==> config.mk <==
export PLATFORM = sky130hd
export DESIGN_NAME = perf_monitor
export DESIGN_NICKNAME = d
export VERILOG_FILES = /design/src/rtl/pmon_pkg.sv /design/src/rtl/pmon_event_counter.sv /design/src/rtl/pmon_cycle_counter.sv /design/src/rtl/pmon_flag_bank.sv /design/src/rtl/perf_monitor.sv
export SDC_FILE = /design/constraint.sdc
export NUM_CORES = 1
export LEC_CHECK = 0
export BUFFER_PORTS_ARGS = -buffer_cell sky130_fd_sc_hd__buf_2
export CORE_AREA = 2 2 149 151
export CTS_BUF_LIST = sky130_fd_sc_hd__clkbuf_4
export CTS_CLUSTER_DIAMETER = 60
export DETAILED_ROUTE_END_ITERATION = 16
export DIE_AREA = 0 0 151 153
export HOLD_SLACK_MARGIN = 0.02
export PLACE_DENSITY = 0.74
export SETUP_SLACK_MARGIN = 0.15
export SYNTH_ARGS = -nofsm -noshare
export SYNTH_HDL_FRONTEND = slang
export SYNTH_SLANG_ARGS = --single-unit
==> constraint.sdc <==
create_clock -name clk -period 2.9 [get_ports clk]
set_clock_uncertainty 0.1 [all_clocks]
set_input_delay 0.29 -clock clk [delete_from_list [all_inputs] [get_ports clk]]
set_output_delay 0.29 -clock clk [all_outputs]
set_load 0.02 [all_outputs]
==> src/rtl/pmon_pkg.sv <==
// Package: pmon_pkg
// Shared sizes, register addresses and control-bit positions for the
// performance monitor. Assumes a 32-bit register data path.
package pmon_pkg;
    localparam int DATA_W    = 32;
    localparam int ADDR_W    = 4;
    localparam int NUM_CNT   = 4;
    localparam int NUM_CODES = 12;
    localparam int TYPE_W    = 8;
    localparam int PRESCALE  = 64;
    localparam int CYC_BIT   = 31;

    localparam logic [ADDR_W-1:0] A_CTRL  = 4'd0;
    localparam logic [ADDR_W-1:0] A_CNTEN = 4'd1;
    localparam logic [ADDR_W-1:0] A_OVF   = 4'd2;
    localparam logic [ADDR_W-1:0] A_SEL   = 4'd3;
    localparam logic [ADDR_W-1:0] A_TYPE  = 4'd4;
    localparam logic [ADDR_W-1:0] A_COUNT = 4'd5;
    localparam logic [ADDR_W-1:0] A_CYC   = 4'd6;
    localparam logic [ADDR_W-1:0] A_CAPS  = 4'd7;
    localparam logic [ADDR_W-1:0] A_SWINC = 4'd8;

    localparam int CTL_RUN   = 0;
    localparam int CTL_EVRST = 1;
    localparam int CTL_CYRST = 2;
    localparam int CTL_DIV   = 3;
endpackage

==> src/rtl/pmon_event_counter.sv <==
// Module: pmon_event_counter
// One programmable event counter. It holds an event code and a count. The
// count advances when the counter runs and its code's source fires: code 0
// uses the software increment strobe, codes 1..NUM_CODES-1 use evt_in.
// Codes at or above NUM_CODES never advance. Assumes clear and load are
// never requested in the same cycle.
module pmon_event_counter #(
    parameter int DATA_W    = 32,
    parameter int TYPE_W    = 8,
    parameter int NUM_CODES = 12
) (
    input  logic                 clk,
    input  logic                 rst_n,
    input  logic                 run,
    input  logic                 clear,
    input  logic                 type_we,
    input  logic                 count_we,
    input  logic [DATA_W-1:0]    wdata,
    input  logic [NUM_CODES-1:0] evt_in,
    input  logic                 swinc,
    output logic [TYPE_W-1:0]    type_q,
    output logic [DATA_W-1:0]    count_q,
    output logic                 wrap
);
    logic hit;
    logic inc;

    // Select the pulse source named by the programmed code.
    always_comb begin
        hit = 1'b0;
        if (type_q == '0) begin
            hit = swinc;
        end
        for (int c = 1; c < NUM_CODES; c++) begin
            if (type_q == TYPE_W'(c)) begin
                hit = evt_in[c];
            end
        end
    end

    assign inc  = run && hit && !count_we && !clear;
    assign wrap = inc && (&count_q);

    // Hold the event code written by software.
    always_ff @(posedge clk) begin
        if (!rst_n) begin
            type_q <= '0;
        end else if (type_we) begin
            type_q <= wdata[TYPE_W-1:0];
        end
    end

    // Count: clear, then load, then increment.
    always_ff @(posedge clk) begin
        if (!rst_n) begin
            count_q <= '0;
        end else if (clear) begin
            count_q <= '0;
        end else if (count_we) begin
            count_q <= wdata;
        end else if (inc) begin
            count_q <= count_q + 1'b1;
        end
    end
endmodule

==> src/rtl/pmon_cycle_counter.sv <==
// Module: pmon_cycle_counter
// Cycle counter with an optional divide-by-PRESCALE prescaler. The
// prescaler runs only while the counter runs in divided mode, and clear
// zeroes both. Assumes PRESCALE is at least 2.
module pmon_cycle_counter #(
    parameter int DATA_W   = 32,
    parameter int PRESCALE = 64
) (
    input  logic              clk,
    input  logic              rst_n,
    input  logic              run,
    input  logic              div_en,
    input  logic              clear,
    input  logic              load,
    input  logic [DATA_W-1:0] wdata,
    output logic [DATA_W-1:0] count_q,
    output logic              wrap
);
    localparam int PRE_W = $clog2(PRESCALE);
    localparam logic [PRE_W-1:0] PRE_LAST = PRE_W'(PRESCALE - 1);

    logic [PRE_W-1:0] pre_q;
    logic             tick;
    logic             inc;

    assign tick = run && (!div_en || (pre_q == PRE_LAST));
    assign inc  = tick && !load && !clear;
    assign wrap = inc && (&count_q);

    // Prescaler: counts clocks while running in divided mode.
    always_ff @(posedge clk) begin
        if (!rst_n) begin
            pre_q <= '0;
        end else if (clear) begin
            pre_q <= '0;
        end else if (run && div_en) begin
            pre_q <= (pre_q == PRE_LAST) ? '0 : pre_q + 1'b1;
        end
    end

    // Cycle count: clear, then load, then tick.
    always_ff @(posedge clk) begin
        if (!rst_n) begin
            count_q <= '0;
        end else if (clear) begin
            count_q <= '0;
        end else if (load) begin
            count_q <= wdata;
        end else if (inc) begin
            count_q <= count_q + 1'b1;
        end
    end
endmodule

==> src/rtl/pmon_flag_bank.sv <==
// Module: pmon_flag_bank
// Holds the set-only count-enable bits and the sticky overflow bits. Only
// the bits in IMPL_MASK exist; the others read as zero. A wrap in the same
// cycle as a write-one clear keeps the overflow bit set.
module pmon_flag_bank #(
    parameter int               WIDTH     = 32,
    parameter logic [WIDTH-1:0] IMPL_MASK = '1
) (
    input  logic             clk,
    input  logic             rst_n,
    input  logic             en_set_we,
    input  logic             ovf_clr_we,
    input  logic [WIDTH-1:0] wdata,
    input  logic [WIDTH-1:0] wrap_vec,
    output logic [WIDTH-1:0] cnten_q,
    output logic [WIDTH-1:0] ovf_q
);
    logic [WIDTH-1:0] set_mask;
    logic [WIDTH-1:0] clr_mask;

    assign set_mask = en_set_we  ? (wdata & IMPL_MASK) : '0;
    assign clr_mask = ovf_clr_we ? wdata : '0;

    // Enable bits: set by writing ones, never cleared by software.
    always_ff @(posedge clk) begin
        if (!rst_n) begin
            cnten_q <= '0;
        end else begin
            cnten_q <= cnten_q | set_mask;
        end
    end

    // Overflow bits: set by a wrap, cleared by writing one; set wins.
    always_ff @(posedge clk) begin
        if (!rst_n) begin
            ovf_q <= '0;
        end else begin
            ovf_q <= ((ovf_q & ~clr_mask) | wrap_vec) & IMPL_MASK;
        end
    end
endmodule

==> src/rtl/perf_monitor.sv <==
// Module: perf_monitor
// Top level of the performance monitor. Decodes the register port, holds
// the control word and the counter selection, and routes the windowed code
// and count accesses to the selected event counter. Assumes one register
// write per cycle; reads are combinational on reg_addr.
module perf_monitor
    import pmon_pkg::*;
#(
    parameter int N_CNT  = pmon_pkg::NUM_CNT,
    parameter int N_CODE = pmon_pkg::NUM_CODES
) (
    input  logic              clk,
    input  logic              rst_n,
    input  logic              reg_we,
    input  logic [ADDR_W-1:0] reg_addr,
    input  logic [DATA_W-1:0] reg_wdata,
    output logic [DATA_W-1:0] reg_rdata,
    input  logic [N_CODE-1:0] evt_in
);
    localparam int SEL_W = (N_CNT > 1) ? $clog2(N_CNT) : 1;
    localparam logic [DATA_W-1:0] CAPS_VAL  = DATA_W'((64'd1 << N_CODE) - 64'd1);
    localparam logic [DATA_W-1:0] EVT_MASK  = DATA_W'((64'd1 << N_CNT) - 64'd1);
    localparam logic [DATA_W-1:0] IMPL_MASK = EVT_MASK | (DATA_W'(1) << CYC_BIT);

    logic                          run_q;
    logic                          div_q;
    logic [SEL_W-1:0]              sel_q;
    logic                          ctrl_we;
    logic                          evt_clr;
    logic                          cyc_clr;
    logic [N_CNT-1:0]              swinc_vec;
    logic [DATA_W-1:0]             cnten_q;
    logic [DATA_W-1:0]             ovf_q;
    logic [DATA_W-1:0]             wrap_vec;
    logic [N_CNT-1:0]              evt_wrap;
    logic                          cyc_wrap;
    logic [DATA_W-1:0]             cyc_q;
    logic [N_CNT-1:0][DATA_W-1:0]  cnt_arr;
    logic [N_CNT-1:0][TYPE_W-1:0]  type_arr;

    assign ctrl_we   = reg_we && (reg_addr == A_CTRL);
    assign evt_clr   = ctrl_we && reg_wdata[CTL_EVRST];
    assign cyc_clr   = ctrl_we && reg_wdata[CTL_CYRST];
    assign swinc_vec = (reg_we && (reg_addr == A_SWINC)) ? reg_wdata[N_CNT-1:0] : '0;

    // Control word: run and divide bits; the reset bits are strobes only.
    always_ff @(posedge clk) begin
        if (!rst_n) begin
            run_q <= 1'b0;
            div_q <= 1'b0;
        end else if (ctrl_we) begin
            run_q <= reg_wdata[CTL_RUN];
            div_q <= reg_wdata[CTL_DIV];
        end
    end

    // Counter selection: out-of-range indices are dropped.
    always_ff @(posedge clk) begin
        if (!rst_n) begin
            sel_q <= '0;
        end else if (reg_we && (reg_addr == A_SEL) && (reg_wdata < DATA_W'(N_CNT))) begin
            sel_q <= reg_wdata[SEL_W-1:0];
        end
    end

    // One event counter per index.
    for (genvar i = 0; i < N_CNT; i++) begin : g_evt
        logic hit_sel;
        assign hit_sel = (sel_q == SEL_W'(i));
        pmon_event_counter #(
            .DATA_W    (DATA_W),
            .TYPE_W    (TYPE_W),
            .NUM_CODES (N_CODE)
        ) u_cnt (
            .clk      (clk),
            .rst_n    (rst_n),
            .run      (run_q && cnten_q[i]),
            .clear    (evt_clr),
            .type_we  (reg_we && (reg_addr == A_TYPE) && hit_sel),
            .count_we (reg_we && (reg_addr == A_COUNT) && hit_sel),
            .wdata    (reg_wdata),
            .evt_in   (evt_in),
            .swinc    (swinc_vec[i]),
            .type_q   (type_arr[i]),
            .count_q  (cnt_arr[i]),
            .wrap     (evt_wrap[i])
        );
    end

    pmon_cycle_counter #(
        .DATA_W   (DATA_W),
        .PRESCALE (PRESCALE)
    ) u_cyc (
        .clk     (clk),
        .rst_n   (rst_n),
        .run     (run_q && cnten_q[CYC_BIT]),
        .div_en  (div_q),
        .clear   (cyc_clr),
        .load    (reg_we && (reg_addr == A_CYC)),
        .wdata   (reg_wdata),
        .count_q (cyc_q),
        .wrap    (cyc_wrap)
    );

    // Gather wrap pulses into the status bit layout.
    always_comb begin
        wrap_vec              = '0;
        wrap_vec[N_CNT-1:0]   = evt_wrap;
        wrap_vec[CYC_BIT]     = cyc_wrap;
    end

    pmon_flag_bank #(
        .WIDTH     (DATA_W),
        .IMPL_MASK (IMPL_MASK)
    ) u_flags (
        .clk        (clk),
        .rst_n      (rst_n),
        .en_set_we  (reg_we && (reg_addr == A_CNTEN)),
        .ovf_clr_we (reg_we && (reg_addr == A_OVF)),
        .wdata      (reg_wdata),
        .wrap_vec   (wrap_vec),
        .cnten_q    (cnten_q),
        .ovf_q      (ovf_q)
    );

    // Read multiplexer.
    always_comb begin
        reg_rdata = '0;
        case (reg_addr)
            A_CTRL: begin
                reg_rdata[CTL_RUN] = run_q;
                reg_rdata[CTL_DIV] = div_q;
            end
            A_CNTEN: reg_rdata = cnten_q;
            A_OVF:   reg_rdata = ovf_q;
            A_SEL:   reg_rdata = DATA_W'(sel_q);
            A_TYPE:  reg_rdata = DATA_W'(type_arr[sel_q]);
            A_COUNT: reg_rdata = cnt_arr[sel_q];
            A_CYC:   reg_rdata = cyc_q;
            A_CAPS:  reg_rdata = CAPS_VAL;
            default: reg_rdata = '0;
        endcase
    end
endmodule

Word-level counts from Yosys, hierarchy flattened. Index checks and enable logic that the tools add are counted.

Bits in registers: 266. Output and inout bits: 32.

Add/sub/neg operators: 6. $lt $le $gt $ge: 2. Equal/unequal tests: 56. Mux-type cells: 70. Bitwise logic cells: 5. Reduce and logical (&&, ||, !) cells: 72.

Operator list (number): two-way mux 32 bit (13); one-hot mux 28 bit (6 select lines) (1); adder 32 x 1 -> 32 bit, second input constant (5); AND reduction 32 bit (5); == test 8 x 3 -> 1 bit, second input constant (16); == test 8 x 4 -> 1 bit, second input constant (16); binary-select mux 32 bit (select 2 bit) (1); == test 8 x 2 -> 1 bit, second input constant (8); bitwise OR 32 bit (2); two-way mux 1 bit (48); logical AND 1 bit (45); AND 32 bit (1); == test 8 x 1 -> 1 bit, second input constant (4); zero test 8 bit (4); < comparator 32 x 3 -> 1 bit, second input constant (1); inverter 32 bit (1); binary-select mux 8 bit (select 2 bit) (1); == test 4 x 3 -> 1 bit, second input constant (4); one-hot mux 2 bit (7 select lines) (1); nonzero test 2 bit (5); == test 4 x 2 -> 1 bit, second input constant (2); zero test 1 bit (8); two-way mux 8 bit (1); one-hot mux 1 bit (8 select lines) (1); other kinds (15) (17).

Logic depth before layout (Yosys ltp).
Word-level depth: 20. Gate-level depth with buffers: 10. Gate-level depth less buffers: 8.

Cells and area by module. Synthesis repeated with hierarchy kept, for this count alone.

Cell total of the unflattened synthesis: 1741. Area, all modules: 14132.3 um2.

Modules (own cells, without submodules): pmon_event_counter (instances 4, cells an instance 283, area an instance 2252.2 um2, sequential area each 800.8 um2); perf_monitor (instances 1, cells an instance 256, area an instance 2248.4 um2, sequential area each 80.1 um2); pmon_cycle_counter (instances 1, cells an instance 263, area an instance 2134.5 um2, sequential area each 760.7 um2); pmon_flag_bank (instances 1, cells an instance 90, area an instance 740.7 um2, sequential area each 200.2 um2).

Worst setup path before layout. No wires, ideal clock.

Path kind: reg-to-reg. Start: register g_evt[1].u_cnt.type_q[4]. End: register g_evt[1].u_cnt.count_q[21]. Arrival time: 2309 ps. Data required time: 2683 ps. Slack: 374 ps. Cell stages (with the launch flop): 8. Cells stage by stage: dfxtp_1 -> or4_1 -> or4_1 -> a31o_1 -> a211oi_2 -> nand4_1 -> xnor2_1 -> a22o_1.

Word-level cells in the longest chain between the ends: 17.

Ends and longest elaborated chain: start: declaration (RTL line pmon_event_counter.sv:21) `output logic [TYPE_W-1:0] type_q,`; start signal: assignment (RTL line pmon_event_counter.sv:49) `type_q <= wdata[TYPE_W-1:0];`; zero test 8 bit (RTL line pmon_event_counter.sv:31) `if (type_q == '0) begin`; two-way mux 1 bit (RTL line pmon_event_counter.sv:31); two-way mux 1 bit (10 in series) (RTL line pmon_event_counter.sv:35) `if (type_q == TYPE_W'(c)) begin`; two-way mux 1 bit (*) (RTL line pmon_event_counter.sv:35); logical AND 1 bit (*) (3 in series) (RTL line pmon_event_counter.sv:41) `assign inc = run && hit && !count_we && !clear;`; nonzero test 2 bit (no source line) (*); end signal: assignment (RTL line pmon_event_counter.sv:60) `count_q <= wdata;`; end signal: assignment (RTL line pmon_event_counter.sv:62) `count_q <= count_q + 1'b1;`; end: declaration (RTL line pmon_event_counter.sv:22) `output logic [DATA_W-1:0] count_q,`.

Mark *: on every way between the ends. The rest lies on a longest branch, timed or not. A chain may end at the register's enable or synchronous reset.

Worst setup path after layout.
Start: register sel_q[0]. End: output reg_rdata[0].

Word-level cells in the longest chain between the ends: 3.

Ends and longest elaborated chain: start: declaration (RTL line perf_monitor.sv:27) `logic [SEL_W-1:0] sel_q;`; start signal: assignment (RTL line perf_monitor.sv:62) `sel_q <= reg_wdata[SEL_W-1:0];`; binary-select mux 32 bit (select 2 bit) or binary-select mux 8 bit (select 2 bit) (tied branches) (RTL line perf_monitor.sv:138, perf_monitor.sv:137); two-way mux 32 bit (implied by the code) or two-way mux 8 bit (tied branches) (RTL line perf_monitor.sv:138, perf_monitor.sv:137); one-hot mux 1 bit (8 select lines) (*) (RTL line perf_monitor.sv:129) `case (reg_addr)`; end: declaration (RTL line perf_monitor.sv:17) `output logic [DATA_W-1:0] reg_rdata,`.

Mark *: on every way between the ends. The rest lies on a longest branch, timed or not. The select of a mux whose other input is x is not followed.

==> impl_metrics.json <==
{
  "synth_xor_area_share_pct": 8.54,
  "max_freq_mhz": 333,
  "critPathSlowestCell": "mux4_2",
  "detailedPlace.worstSlack_ps": -83.5,
  "required_ps": 2510,
  "dieWidth_um": 151,
  "path_cells": "mux4_2, mux2_4, a21oi_2, a31oi_1, a311oi_1, nor2_1, buf_2",
  "tightestPinTransition_ps": 995,
  "max_stage_delay_ps": 560,
  "synthAdderAreaFrac_pct": 0.591,
  "synth_nets": 1606,
  "relSlewSlack_pct": 33.0,
  "coreArea_mm2": 0.0215,
  "ys.flop_type": "dfxtp_1",
  "final_net_count": 1753,
  "leakagePower_nw": 5.36,
  "insertion_delay_ps": 730,
  "path_max_fanout": 6,
  "ir_drop_v": 0.000310,
  "maxSlewViolCount": 0,
  "power.total_w": 0.00637,
  "detail-route-antenna-nets": 0,
  "ios": 83,
  "setup_viol": 17,
  "cts_made_buffers": 60,
  "hp-class": "in2reg",
  "netlist_area_mm2": 0.0127,
  "fin_crit_sh_pct": 104,
  "grt_usage_pct": 38.1,
  "grt_max_degree": 59,
  "initial_core_util_pct": 59.2,
  "r2r-start": "g_evt[1].u_cnt.type_q[4]",
  "ys_ff_latch": 212,
  "critPathTopFamily": "multiplexers",
  "fin_ws_ps": -103,
  "synth_edf_count": 0,
  "power_density_mw_per_mm2": 423,
  "setup.worst_path.start_class": "flip-flop",
  "hp-start": "reg_addr[2]",
  "final_common_cell": "dfxtp_1",
  "yosys.area.top_type": "dfxtp_1",
  "drv_cap": 0,
  "drt_iter0_drc": 1511,
  "final_cell_mix": "dfxtp_1, nand2_1, nor2_1, a21oi_1, o21ai_0",
  "status": "complete, but fails checks",
  "yosys_warnings": 0,
  "synth-simple-area-share_pct": 23.9,
  "cts_buffer_depth": 3,
  "synth_mux_area_share_pct": 12.0,
  "cts.sinks": 212,
  "cts_tree": "yes",
  "antenna_found_initial": 1,
  "die_area_mm2": 0.0231,
  "placed_area_mm2": 0.0136,
  "nFillCells": 1768,
  "ys_seq_area_share_pct": 33.4,
  "cp-startpoint": "sel_q[0]",
  "synth.distinct_cells": 69,
  "cp.arrival_ps": 2610,
  "wl_per_cell_um": 21.8,
  "std_cell_rows": 54,
  "cts.htree.levels": 2,
  "crit_buf_inv": 1,
  "critPathKind": "reg2out",
  "portBuffers": 81,
  "via_count": 13100,
  "endpoint_kind": "output pin",
  "async_reset_ff_share_pct": 0,
  "grt_pass1_wl_um": 68400,
  "hold_slack_ps": 99.1,
  "synth.top_cell.area_share_pct": 33.4,
  "grt_pass1_vias": 12200,
  "failed_checks": "setup timing",
  "synthTopCellsByArea": "dfxtp_1, mux4_2, a21oi_1",
  "die_h_um": 153,
  "hpwl_um": 31300,
  "drive_gt1_share_pct": 20.0,
  "first_pass_iters": 7,
  "final_area_mm2": 0.0151,
  "hold_viol_final": 0,
  "area_growth_pct": 18.4,
  "gp_congestion": 0.999,
  "grt_overflow": 0,
  "synth_compound_area_share_pct": 17.3,
  "multi_input_area_mm2": 0.00807,
  "root_buffer": "clkbuf_4",
  "via_per_inst": 6.46,
  "drcViolationCount": 0,
  "netlist_instances": 1549,
  "postLayoutCoreUtil_pct": 70.1,
  "syn_area_per_cell_um2": 8.21,
  "rsz0062_at_grt": "yes",
  "fin_crit_ps": 3000,
  "totalWireLength_um": 44300,
  "regArea_mm2": 0.00425,
  "cts.clk_slew.worst_paths_ps": 70,
  "synth_top_family_by_area": "simple AND/OR/NAND/NOR gates"
}
-- flip-flops by register name, indices dropped and copies added, names as in the netlist --
register,cells
div_q,1
g_evt.u_cnt.count_q,128
g_evt.u_cnt.type_q,32
u_cyc.pre_q,6
u_cyc.count_q,32
u_flags.cnten_q,5
sel_q,2
run_q,1
u_flags.ovf_q,5
-- metrics by stage --
stage / std cells / setup TNS [ps]
6_report: 2028 / -635
5_1_grt: 2028 / -1830
4_1_cts: 2019 / -435
3_5_place_dp: 1869 / -245
3_3_place_gp: 1869 / 0
2_1_floorplan: 1549 / 0
-- layout make-up --
type | instances | area share, %
diodes | 1 | 0.0166
well taps | 280 | 2.33
inverters | 30 | 0.748
clock inverters | 16 | 0.599
clock buffers | 97 | 4.84
flip-flops and latches | 212 | 28.2
multi-input cells | 1201 | 53.6
repair buffers | 191 | 9.62
-- cells by family (layout without fill, tap and decap cells) --
kind of cell	after synthesis	count (layout)
compound gates	373	373
flops	212	212
simple gates	600	600
buf+inv	136	334
xor+xnor	124	124
other cells	0	1
fa+ha+maj	6	6
mux	98	98
-- worst paths after layout --
check	cells after the start	slack (ps)	end
min reg2reg	2	360	u_flags.ovf_q[31]
max reg2reg	8	200	g_evt[1].u_cnt.count_q[4]
min	5	100	div_q
max	7	-100	reg_rdata[0]
-- routing by layer --
layer | up-vias | global-route usage, % | routed length [um]
li1 | 6013 | - | -
met1 | 6143 | 53.0 | 17400
met2 | 789 | 57.6 | 19500
met3 | 158 | 8.60 | 5550
met4 | 0 | 15.0 | 1810
met5 | - | 0 | 0
-- tightest hold or removal path, cell delays in order --
cell	delay, ps
buf_2	190
nor2_1	90
buf_4	180
nand3_1	80
a21oi_1	60
-- synth_stat cells, drive strengths merged, types with 3 or more instances --
cell type	number
a221oi	10
nor3b	4
nand2b	4
buf	16
and2	15
nor3	45
nor4b	4
a22o	24
o21ai	140
nand3b	4
ha	6
a21o	3
a211oi	16
or4	3
nand4	48
or3	3
a2bb2oi	6
mux2	8
nor2	124
clkbuf	90
o211ai	8
xnor2	62
mux2i	47
xor2	62
nand2	159
and3	39
nor4	20
a22oi	4
a32oi	6
nor2b	16
a21oi	125
mux4	43
inv	30
a31oi	15
or2	4
dfxtp	212
nand3	83
and4	15
-- where the power goes --
part / leakage [nW] / internal [W] / switching (W)
Clock: 0.485 / 0.00159 / 0.00135
Combinational: 3.17 / 0.000159 / 0.000302
Sequential: 1.71 / 0.00293 / 0.0000260
Total: 5.36 / 0.00468 / 0.00168
-- repair_timing --
item	in CTS	in global routing
buffers inserted	3	7
endpoints found under the hold margin	185	0
gates resized for setup	29	18
setup endpoints to repair	42	69
gates cloned	0	1
pin swaps	0	7
hold buffers	34	0
Power figures use the tool's default switching activity.
